### src/rtl/strap_pkg.sv
package strap_pkg;

    localparam int PIN_COUNT = 3;
    localparam int PIN_W     = 2;
    localparam int STEP_W    = 2;

    // pin indices; mask bit i belongs to pin index i
    localparam logic [PIN_W-1:0] PIN_DATA = 2'd0;
    localparam logic [PIN_W-1:0] PIN_CLK  = 2'd1;
    localparam logic [PIN_W-1:0] PIN_CS   = 2'd2;

    typedef enum logic [1:0] {
        PH_IDLE  = 2'd0,
        PH_DRIVE = 2'd1,
        PH_FLOAT = 2'd2,
        PH_DONE  = 2'd3
    } phase_e;

    typedef struct packed {
        phase_e              phase;
        logic [STEP_W-1:0]   step;   // position in the probe order
        logic                level;  // 0: pull-up probe, 1: pull-down probe
    } seq_state_t;

    // probe order: data, chip-select, clock
    function automatic logic [PIN_W-1:0] probe_pin(input logic [STEP_W-1:0] step);
        case (step)
            2'd0:    return PIN_DATA;
            2'd1:    return PIN_CS;
            default: return PIN_CLK;
        endcase
    endfunction

    // smallest cycle count strictly longer than ns at hz
    function automatic int unsigned hold_cycles(input longint unsigned hz,
                                                input longint unsigned ns);
        longint unsigned whole;
        whole = (hz * ns) / 64'd1_000_000_000;
        return int'(whole) + 1;
    endfunction

endpackage

### src/rtl/strap_timer.sv
module strap_timer #(
    parameter int CNT_W = 11
) (
    input  logic             clk,
    input  logic             rst,
    input  logic             run,
    input  logic             restart,
    input  logic [CNT_W-1:0] limit,
    output logic             expire
);
    logic [CNT_W-1:0] cnt;

    always_ff @(posedge clk) begin
        if (rst || restart) begin
            cnt <= '0;
        end else if (run) begin
            cnt <= cnt + 1'b1;
        end
    end

    assign expire = run && (cnt == (limit - 1'b1));
endmodule

### src/rtl/strap_sequencer.sv
module strap_sequencer
    import strap_pkg::*;
#(
    parameter int DRIVE_CYC  = 201,
    parameter int SETTLE_CYC = 1001
) (
    input  logic       clk,
    input  logic       rst,
    input  logic       start,
    output seq_state_t st,
    output logic       capture,
    output logic       clear
);
    localparam int MAX_CYC = (DRIVE_CYC > SETTLE_CYC) ? DRIVE_CYC : SETTLE_CYC;
    localparam int CNT_W   = $clog2(MAX_CYC + 1);
    localparam logic [CNT_W-1:0] DRV_LIM = CNT_W'(DRIVE_CYC);
    localparam logic [CNT_W-1:0] SET_LIM = CNT_W'(SETTLE_CYC);
    localparam logic [STEP_W-1:0] LAST_STEP = STEP_W'(PIN_COUNT - 1);

    logic             busy;
    logic             expire;
    logic             restart;
    logic [CNT_W-1:0] limit;
    seq_state_t       st_nxt;

    assign busy    = (st.phase == PH_DRIVE) || (st.phase == PH_FLOAT);
    assign clear   = start && !busy;
    assign limit   = (st.phase == PH_DRIVE) ? DRV_LIM : SET_LIM;
    assign restart = clear || expire;
    assign capture = (st.phase == PH_FLOAT) && expire;

    strap_timer #(.CNT_W(CNT_W)) u_timer (
        .clk     (clk),
        .rst     (rst),
        .run     (busy),
        .restart (restart),
        .limit   (limit),
        .expire  (expire)
    );

    always_comb begin
        st_nxt = st;
        case (st.phase)
            PH_IDLE, PH_DONE: begin
                if (start) begin
                    st_nxt.phase = PH_DRIVE;
                    st_nxt.step  = '0;
                    st_nxt.level = 1'b0;
                end
            end
            PH_DRIVE: begin
                if (expire) st_nxt.phase = PH_FLOAT;
            end
            PH_FLOAT: begin
                if (expire) begin
                    if (!st.level) begin
                        st_nxt.phase = PH_DRIVE;
                        st_nxt.level = 1'b1;
                    end else if (st.step == LAST_STEP) begin
                        st_nxt.phase = PH_DONE;
                    end else begin
                        st_nxt.phase = PH_DRIVE;
                        st_nxt.step  = st.step + 1'b1;
                        st_nxt.level = 1'b0;
                    end
                end
            end
            default: st_nxt.phase = PH_IDLE;
        endcase
    end

    always_ff @(posedge clk) begin
        if (rst) begin
            st.phase <= PH_IDLE;
            st.step  <= '0;
            st.level <= 1'b0;
        end else begin
            st <= st_nxt;
        end
    end
endmodule

### src/rtl/strap_pad_ctl.sv
module strap_pad_ctl
    import strap_pkg::*;
(
    input  seq_state_t           st,
    output logic [PIN_COUNT-1:0] pad_oe,
    output logic [PIN_COUNT-1:0] pad_out
);
    logic [PIN_W-1:0] cur_pin;
    assign cur_pin = probe_pin(st.step);

    for (genvar i = 0; i < PIN_COUNT; i++) begin : g_pad
        assign pad_oe[i]  = (st.phase == PH_DRIVE) && (cur_pin == PIN_W'(i));
        assign pad_out[i] = pad_oe[i] && st.level;
    end
endmodule

### src/rtl/strap_mask_bank.sv
module strap_mask_bank
    import strap_pkg::*;
(
    input  logic                 clk,
    input  logic                 rst,
    input  logic                 clear,
    input  logic                 capture,
    input  seq_state_t           st,
    input  logic [PIN_COUNT-1:0] pad_in,
    output logic [PIN_COUNT-1:0] up_mask,
    output logic [PIN_COUNT-1:0] dn_mask
);
    logic [PIN_W-1:0] cur_pin;
    assign cur_pin = probe_pin(st.step);

    for (genvar i = 0; i < PIN_COUNT; i++) begin : g_bit
        logic hit;
        assign hit = capture && (cur_pin == PIN_W'(i));

        always_ff @(posedge clk) begin
            if (rst || clear) begin
                up_mask[i] <= 1'b0;
                dn_mask[i] <= 1'b0;
            end else if (hit) begin
                if (!st.level) up_mask[i] <= pad_in[i];   // high after low drive
                else           dn_mask[i] <= !pad_in[i];  // low after high drive
            end
        end
    end
endmodule

### src/rtl/strap_detect.sv
module strap_detect
    import strap_pkg::*;
#(
    parameter longint unsigned CLK_HZ    = 200_000_000,
    parameter longint unsigned DRIVE_NS  = 1000,
    parameter longint unsigned SETTLE_NS = 5000
) (
    input  logic       clk,
    input  logic       rst,
    input  logic       start_i,
    output logic [2:0] pad_oe_o,
    output logic [2:0] pad_out_o,
    input  logic [2:0] pad_in_i,
    output logic       done_o,
    output logic [2:0] pullup_mask_o,
    output logic [2:0] pulldown_mask_o
);
    localparam int DRIVE_CYC  = hold_cycles(CLK_HZ, DRIVE_NS);
    localparam int SETTLE_CYC = hold_cycles(CLK_HZ, SETTLE_NS);

    seq_state_t st;
    logic       capture;
    logic       clear;

    strap_sequencer #(
        .DRIVE_CYC  (DRIVE_CYC),
        .SETTLE_CYC (SETTLE_CYC)
    ) u_seq (
        .clk     (clk),
        .rst     (rst),
        .start   (start_i),
        .st      (st),
        .capture (capture),
        .clear   (clear)
    );

    strap_pad_ctl u_pad (
        .st      (st),
        .pad_oe  (pad_oe_o),
        .pad_out (pad_out_o)
    );

    strap_mask_bank u_mask (
        .clk     (clk),
        .rst     (rst),
        .clear   (clear),
        .capture (capture),
        .st      (st),
        .pad_in  (pad_in_i),
        .up_mask (pullup_mask_o),
        .dn_mask (pulldown_mask_o)
    );

    assign done_o = (st.phase == PH_DONE);
endmodule

### config.mk
export PLATFORM = sky130hd
export DESIGN_NAME = strap_detect
export DESIGN_NICKNAME = d
export VERILOG_FILES = /design/src/rtl/strap_pkg.sv /design/src/rtl/strap_timer.sv /design/src/rtl/strap_sequencer.sv /design/src/rtl/strap_pad_ctl.sv /design/src/rtl/strap_mask_bank.sv /design/src/rtl/strap_detect.sv
export SDC_FILE = /design/constraint.sdc
export NUM_CORES = 1
export LEC_CHECK = 0
export ABC_AREA = 1
export BUFFER_PORTS_ARGS = -buffer_cell sky130_fd_sc_hd__buf_2
export CAP_MARGIN = 20
export CORE_ASPECT_RATIO = 0.75
export CORE_MARGIN = 3
export CORE_UTILIZATION = 58
export DETAILED_ROUTE_END_ITERATION = 6
export GPL_TIMING_DRIVEN = 0
export PLACE_DENSITY = 0.76
export SYNTH_ARGS = -nofsm -noshare
export SYNTH_HDL_FRONTEND = slang
export SYNTH_HIERARCHICAL = 1
export SYNTH_SLANG_ARGS = --single-unit
### constraint.sdc
create_clock -name clk -period 3.19 [get_ports clk]
set_input_delay 0.638 -clock clk [delete_from_list [all_inputs] [get_ports clk]]
set_output_delay 0.638 -clock clk [all_outputs]
set_load 0.02 [all_outputs]
; Word level (Yosys, flattened, before mapping)
; Cells that the tools add are included.
[totals]
out_inout_bits = 13
input_bits = 6
wordCells = 73
ff_bits = 21
[classes]
n_eq_ne = 13
addsub = 3
bitwise = 1
muxes = 12
reduce_logical = 34
[ops]
columns = operator, count
row1 = logical AND 1 bit, 12
row2 = AND reduction 2 bit, 6
row3 = adder 10 x 1 -> 10 bit (second input constant), 1
row4 = == test 10 bit, 1
row5 = two-way mux 10 bit, 1
row6 = two-way mux 5 bit, 2
row7 = subtractor 10 x 1 -> 10 bit (second input constant), 1
row8 = == test 2 bit (second input constant), 4
row9 = two-way mux 2 bit, 4
row10 = == test 2 x 1 -> 1 bit (second input constant), 3
row11 = logical NOT 2 bit, 3
row12 = inequality test 2 bit (second input constant), 3
row13 = case mux 2 bit (3 select lines), 1
row14 = case mux 3 bit (2 select lines), 1
row15 = AND reduction 3 bit, 2
row16 = AND reduction 5 bit, 1
row17 = logical NOT 1 bit, 4
row18 = logical OR 1 bit, 4
row19 = inequality test 2 x 1 -> 1 bit (second input constant), 2
row20 = case mux 2 bit (2 select lines), 1
row21 = two-way mux 3 bit, 1
row22 = adder 2 x 1 -> 2 bit (second input constant), 1
row23 = nonzero test 2 bit, 1
row24 = OR reduction 2 bit, 1
row25 = other kinds (2), 2

; Depth between registers and ports, before layout
[logic_depth]
ltp_word = 8
ltp_mapped = 20
mapped_depth_nobuf = 19

; Hierarchy
; The synthesis kept the hierarchy.
[by_module_without_submodules]
columns = mod, area_each_um2, seq_area_each_um2, instances, cells_each
row1 = strap_timer, 843.3, 200.2, 1, 143
row2 = strap_sequencer, 406.6, 100.1, 1, 70
row3 = strap_mask_bank, 299.0, 120.1, 1, 47
row4 = strap_pad_ctl, 67.6, 0.0, 1, 17
row5 = strap_detect, 7.5, 0.0, 1, 2

; Least setup slack after synthesis
; Ideal clock, no wire load.
[synth_timing]
path_type = reg2reg
start = register, netlist name u_seq/st[4]
end = register u_mask.dn_mask[1]
n_path_buf = 1
period_less_slack_ps = 2205
t_required_ps = 3075
stages_incl_launch_ff = 19
setup_time_ps = 115
arrival_time_ps = 2090
slack_ps = 985
path_cell_list = dfxtp_1 -> inv_1 -> ha_1 -> inv_1 -> inv_1 -> nand2_1 -> nand2_1 -> nand2_1 -> nand2_1 -> nor3_1 -> nand2_1 -> nor2_2 -> nand2_1 -> inv_1 -> buf_4 -> nand3_1 -> nand2_1 -> o21ai_1 -> and2_1
[synth_between]
elab_chain_cells = 8
elab_cells_between_ends = 13
cone_classes = 1 x add/sub / 3 x eq/ne / 1 x mux / 8 x reduce/logical
[synth_lines]
columns = element, line_no
row1 = == test 2 x 1 -> 1 bit, strap_sequencer.sv:28  ; assign limit = (st.phase == PH_DRIVE) ? DRV_LIM : SET_LIM;
row2 = two-way mux 10 bit, strap_sequencer.sv:28
row3 = named net u_seq.limit[5], strap_sequencer.sv:23  ; logic [CNT_W-1:0] limit;
row4 = subtractor 10 x 1 -> 10 bit, strap_timer.sv:21  ; assign expire = run && (cnt == (limit - 1'b1));
row5 = == test 10 bit, strap_timer.sv:21
row6 = logical AND 1 bit, strap_timer.sv:21
row7 = named net u_seq.expire, strap_sequencer.sv:21  ; logic expire;
row8 = logical AND 1 bit, strap_sequencer.sv:30  ; assign capture = (st.phase == PH_FLOAT) && expire;
row9 = named net capture, strap_detect.sv:22  ; logic capture;
row10 = logical AND 1 bit, strap_mask_bank.sv:18  ; assign hit = capture && (cur_pin == PIN_W'(i));
row11 = AND reduction 2 bit (no source line), --
row12 = "to (signal, indexed assignment)", strap_mask_bank.sv:26  ; else dn_mask[i] <= !pad_in[i];
row13 = to (decl), strap_mask_bank.sv:11  ; output logic [PIN_COUNT-1:0] dn_mask
; The timed path passes the listed nets, and every way through them passes these cells.
; A chain may end at the register's enable or synchronous reset.

; Final worst setup path
[layout_timing]
start = register, netlist name u_seq/st[3]
end = register u_mask.dn_mask[1]
[layout_between]
elab_cells_between_ends = 13
cone_classes = 1 x add/sub / 3 x eq/ne / 1 x mux / 8 x reduce/logical
[layout_lines]
columns = element, line_no
row1 = == test 2 x 1 -> 1 bit / == test 2 bit (equally long branches), strap_sequencer.sv:26  ; assign busy = (st.phase == PH_DRIVE) || (st.phase == PH_FLOAT);
row2 = logical OR 1 bit (*), strap_sequencer.sv:26
row3 = named net u_seq.busy, strap_sequencer.sv:20  ; logic busy;
row4 = logical AND 1 bit (*), strap_timer.sv:21
row5 = named net u_seq.expire, strap_sequencer.sv:21
row6 = logical AND 1 bit (*), strap_sequencer.sv:30
row7 = named net capture, strap_detect.sv:22
row8 = logical AND 1 bit (*), strap_mask_bank.sv:18
row9 = AND reduction 2 bit (no source line) (*), --
; The timed path passes the listed nets; every way through them passes the cells marked *.

==> results.ini <==
[route]
post-route-drc-count = 0
postRouteAntennaNets = 0
vias = 1618
drtIter0Drc = 116
wl_met2_um = 1240
wl_met1_um = 1550
drtPass1Iterations = 4
wl_per_cell_um = 8.68
wl_met3_um = 287
top_layer_used = met4
viasPerCell = 4.54
routed_wl_um = 3090

[worst_setup_path]
worstPathRequired_ns = 3.35
rr_startpoint = u_seq/st[3]
timing.rr.end = u_mask/dn_mask[1]
crit_top_cell = nand2_1
critPathMaxFanout = 8
cp_data_arrival_time_ns = 2.77
crit_type = register to register
crit_chain = inv_1 -> ha_1 -> inv_1 -> nand3_1 -> nor2_1 -> nand2_1 -> nor3_1 -> nand2_1 -> nor2_2 -> nand2_1 -> inv_1 -> buf_4 -> nand3_1 -> nand2_1 -> o21ai_1 -> and2_1
critPathLaunchType = register
reg2reg_depth = 16
cp_slowest_stage_delay_ns = 0.42
crit_path_end_kind = register
r2r_slack_ns = 0.58
cp_slowest_cell = dfxtp_1

[finish]
fillers = 216
syn_to_final_growth_pct = 15.9
regArea_um2 = 420
antenna_cells = 0
multi_input_area_um2 = 1070
final_nets = 334
drive_gt1_share_pct = 14.6

[synthesis]
synth_simple_gate_area_share_pct = 45.5
synth_top_family_by_area = simple AND/OR/NAND/NOR gates
synth.area.top_cells = dfxtp_1, nand2_1, inv_1
seq_area_frac_synth_pct = 25.9
synthMuxAreaShare_pct = 0
yosysMostFrequentCell = nand2_1
syn_inst = 279
async_reset_ff_share_pct = 0
synthXorXnorAreaFrac_pct = 4.85
synth_edf_count = 0
yosys.cell_types.count = 27
yosysTopAreaCell = dfxtp_1
synth_compound_area_share_pct = 6.16
syn-mean-instance-area_um2 = 5.82
yosys-top-cells-count = nand2_1, inv_1, nor2_1
ys_ff_latch = 21
synthAdderAreaFrac_pct = 3.85
ys_warn_count = 6
synthFlopType = dfxtp_1
synth_top_area_share_pct = 25.9
synth_area_um2 = 1620

[sta]
hold_violations = 0
hold-worst-slack_ns = 0.479
layout_min_cycle_time_ns = 2.61
finalCritPeriodShare_pct = 81.8
rsz0062_at_grt = false
clock_skew_ns = 0.00280
fin_ws_ns = 0.580
finalSetupViolations = 0
maxSlewViolCount = 0
finalSetupTns_ns = 0
fmax_mhz = 383

[power_and_ir_drop]
ir_drop_uv = 472
leakage_nw = 1.06
p_per_area_nw_per_um2 = 567

[grt]
grt_max_degree = 13
grt_pass1_wl_um = 5510
antenna_found_initial = 0
grt_overflow = 0
gr-usage-all-layers_pct = 20.6
first_global_vias = 1349

[clock_tree]
clock_latency_ns = 0.26
post_cts_buffers = 0
cts_tree = built
cts_buffer_depth = 2
cts_sinks = 21
cts_resized = 0
htree_levels = 1
clk_pin_slew_ns = 0.08
cts_hold_buf = 0
cts_made_buffers = 3
root_buffer = clkbuf_8

[hold_path]
min_path_cells = 2
hp-class = register to register
hold_end = u_mask/up_mask[2]
hp-start = u_mask/up_mask[2]

[status]
outcome = complete, no violations

[die]
core_um2 = 2480
io_pins = 19
die_h_um = 51.8
dieArea_um2 = 3480
start_util_pct = 65.6
die_x_um = 67.1
rows = 15

[placed_design]
dp_hpwl_um = 2460
pre_cts_ws_ns = 0.592
gp_congestion = 0.827
port_buffers = 18

[run]
drv_cap = 0

cells in the final DEF, fill, tap and decap left out, types with 2 or more instances in the layout:
master / Yosys / routed
inv_2: 5 / 5
o21ai_0: 6 / 6
inv_1: 49 / 49
conb_1: 2 / 23
a21oi_1: 8 / 8
dfxtp_1: 21 / 21
nand2_1: 80 / 80
nor2_1: 44 / 44
buf_2: 0 / 18
xnor2_1: 3 / 3
nand3_1: 17 / 17
clkinv_2: 1 / 2
and2_1: 2 / 2
nand2_2: 4 / 4
nand3_2: 2 / 2
ha_1: 5 / 5
nand4_1: 2 / 2
clkbuf_8: 0 / 3
nor2_2: 9 / 9
o21ai_1: 2 / 2
xor2_1: 6 / 6
nor3_1: 3 / 3
a31oi_1: 2 / 2
state kept, by name, summed over array words and instances (netlist names):
signal	flops
u_mask/dn_mask	3
u_seq/st	5
u_mask/up_mask	3
u_seq/u_timer/cnt	10
stage by stage:
stage / area [um^2] / total power [mW] / utilization [%] / instances
4_1_cts: 1880 / 1.07 / 76.0 / 356
3_3_place_gp: 1840 / 0.882 / 74.1 / 352
3_5_place_dp: 1840 / 0.890 / 74.1 / 352
6_report: 1880 / 1.07 / 76.0 / 356
5_1_grt: 1880 / 1.19 / 76.0 / 356
2_1_floorplan: 1700 / 0.789 / - / 300
worst max-delay path, delay by kind of cell (launching register included):
family,cells,cell delay [ns]
AOI/OAI and AO/OA,1,0.06
adders and majority gates,1,0.36
buffers and inverters,4,0.52
DFF,1,0.42
and+or+nand+nor,10,1.15
how the worst max path moves through the flow:
stage | endpoint | cells past startpoint | start
detailed placement | u_mask/dn_mask[1] | 16 | u_seq/st[3]
finish | u_mask/dn_mask[1] | 16 | u_seq/st[3]
global placement | u_mask/dn_mask[1] | 16 | u_seq/st[3]
floorplan | u_mask/dn_mask[1] | 18 | u_seq/st[4]
CTS | u_mask/dn_mask[1] | 16 | u_seq/st[3]
global route | u_seq/u_timer/cnt[8] | 14 | u_seq/st[4]
logic make-up after synthesis:
family | Yosys count
xor gates and xnor gates | 9
and+or+nand+nor | 167
DFF | 21
adders and majority gates | 5
buffers and inverters | 56
other | 2
AOI/OAI and AO/OA | 19
where the power goes:
| group | total (mW) | leakage (nW) | switching [mW] | internal (mW) |
|---|---|---|---|---|
| logic | 0.541 | 0.869 | 0.355 | 0.186 |
| clock network | 0.174 | 0.0255 | 0.0874 | 0.0871 |
| registers | 0.352 | 0.170 | 0.0588 | 0.294 |
| total | 1.07 | 1.06 | 0.501 | 0.567 |
per-layer routing:
metal,vias up,global-route usage (%)
met5,-,0
met4,0,4.04
met3,4,4.54
met2,42,32.5
met1,673,28.9
li1,899,-
area by class of cell:
class / instances / area share (%)
Clock inverter: 1 / 0.266
Clock buffer: 3 / 2.19
Timing Repair Buffer: 18 / 4.79
Sequential cell: 21 / 22.3
Buffer: 1 / 0.399
Tap cell: 34 / 2.26
Multi-Input combinational cell: 223 / 56.7
Inverter: 55 / 11.0
Note: power is estimated with default switching activity, not from simulation.
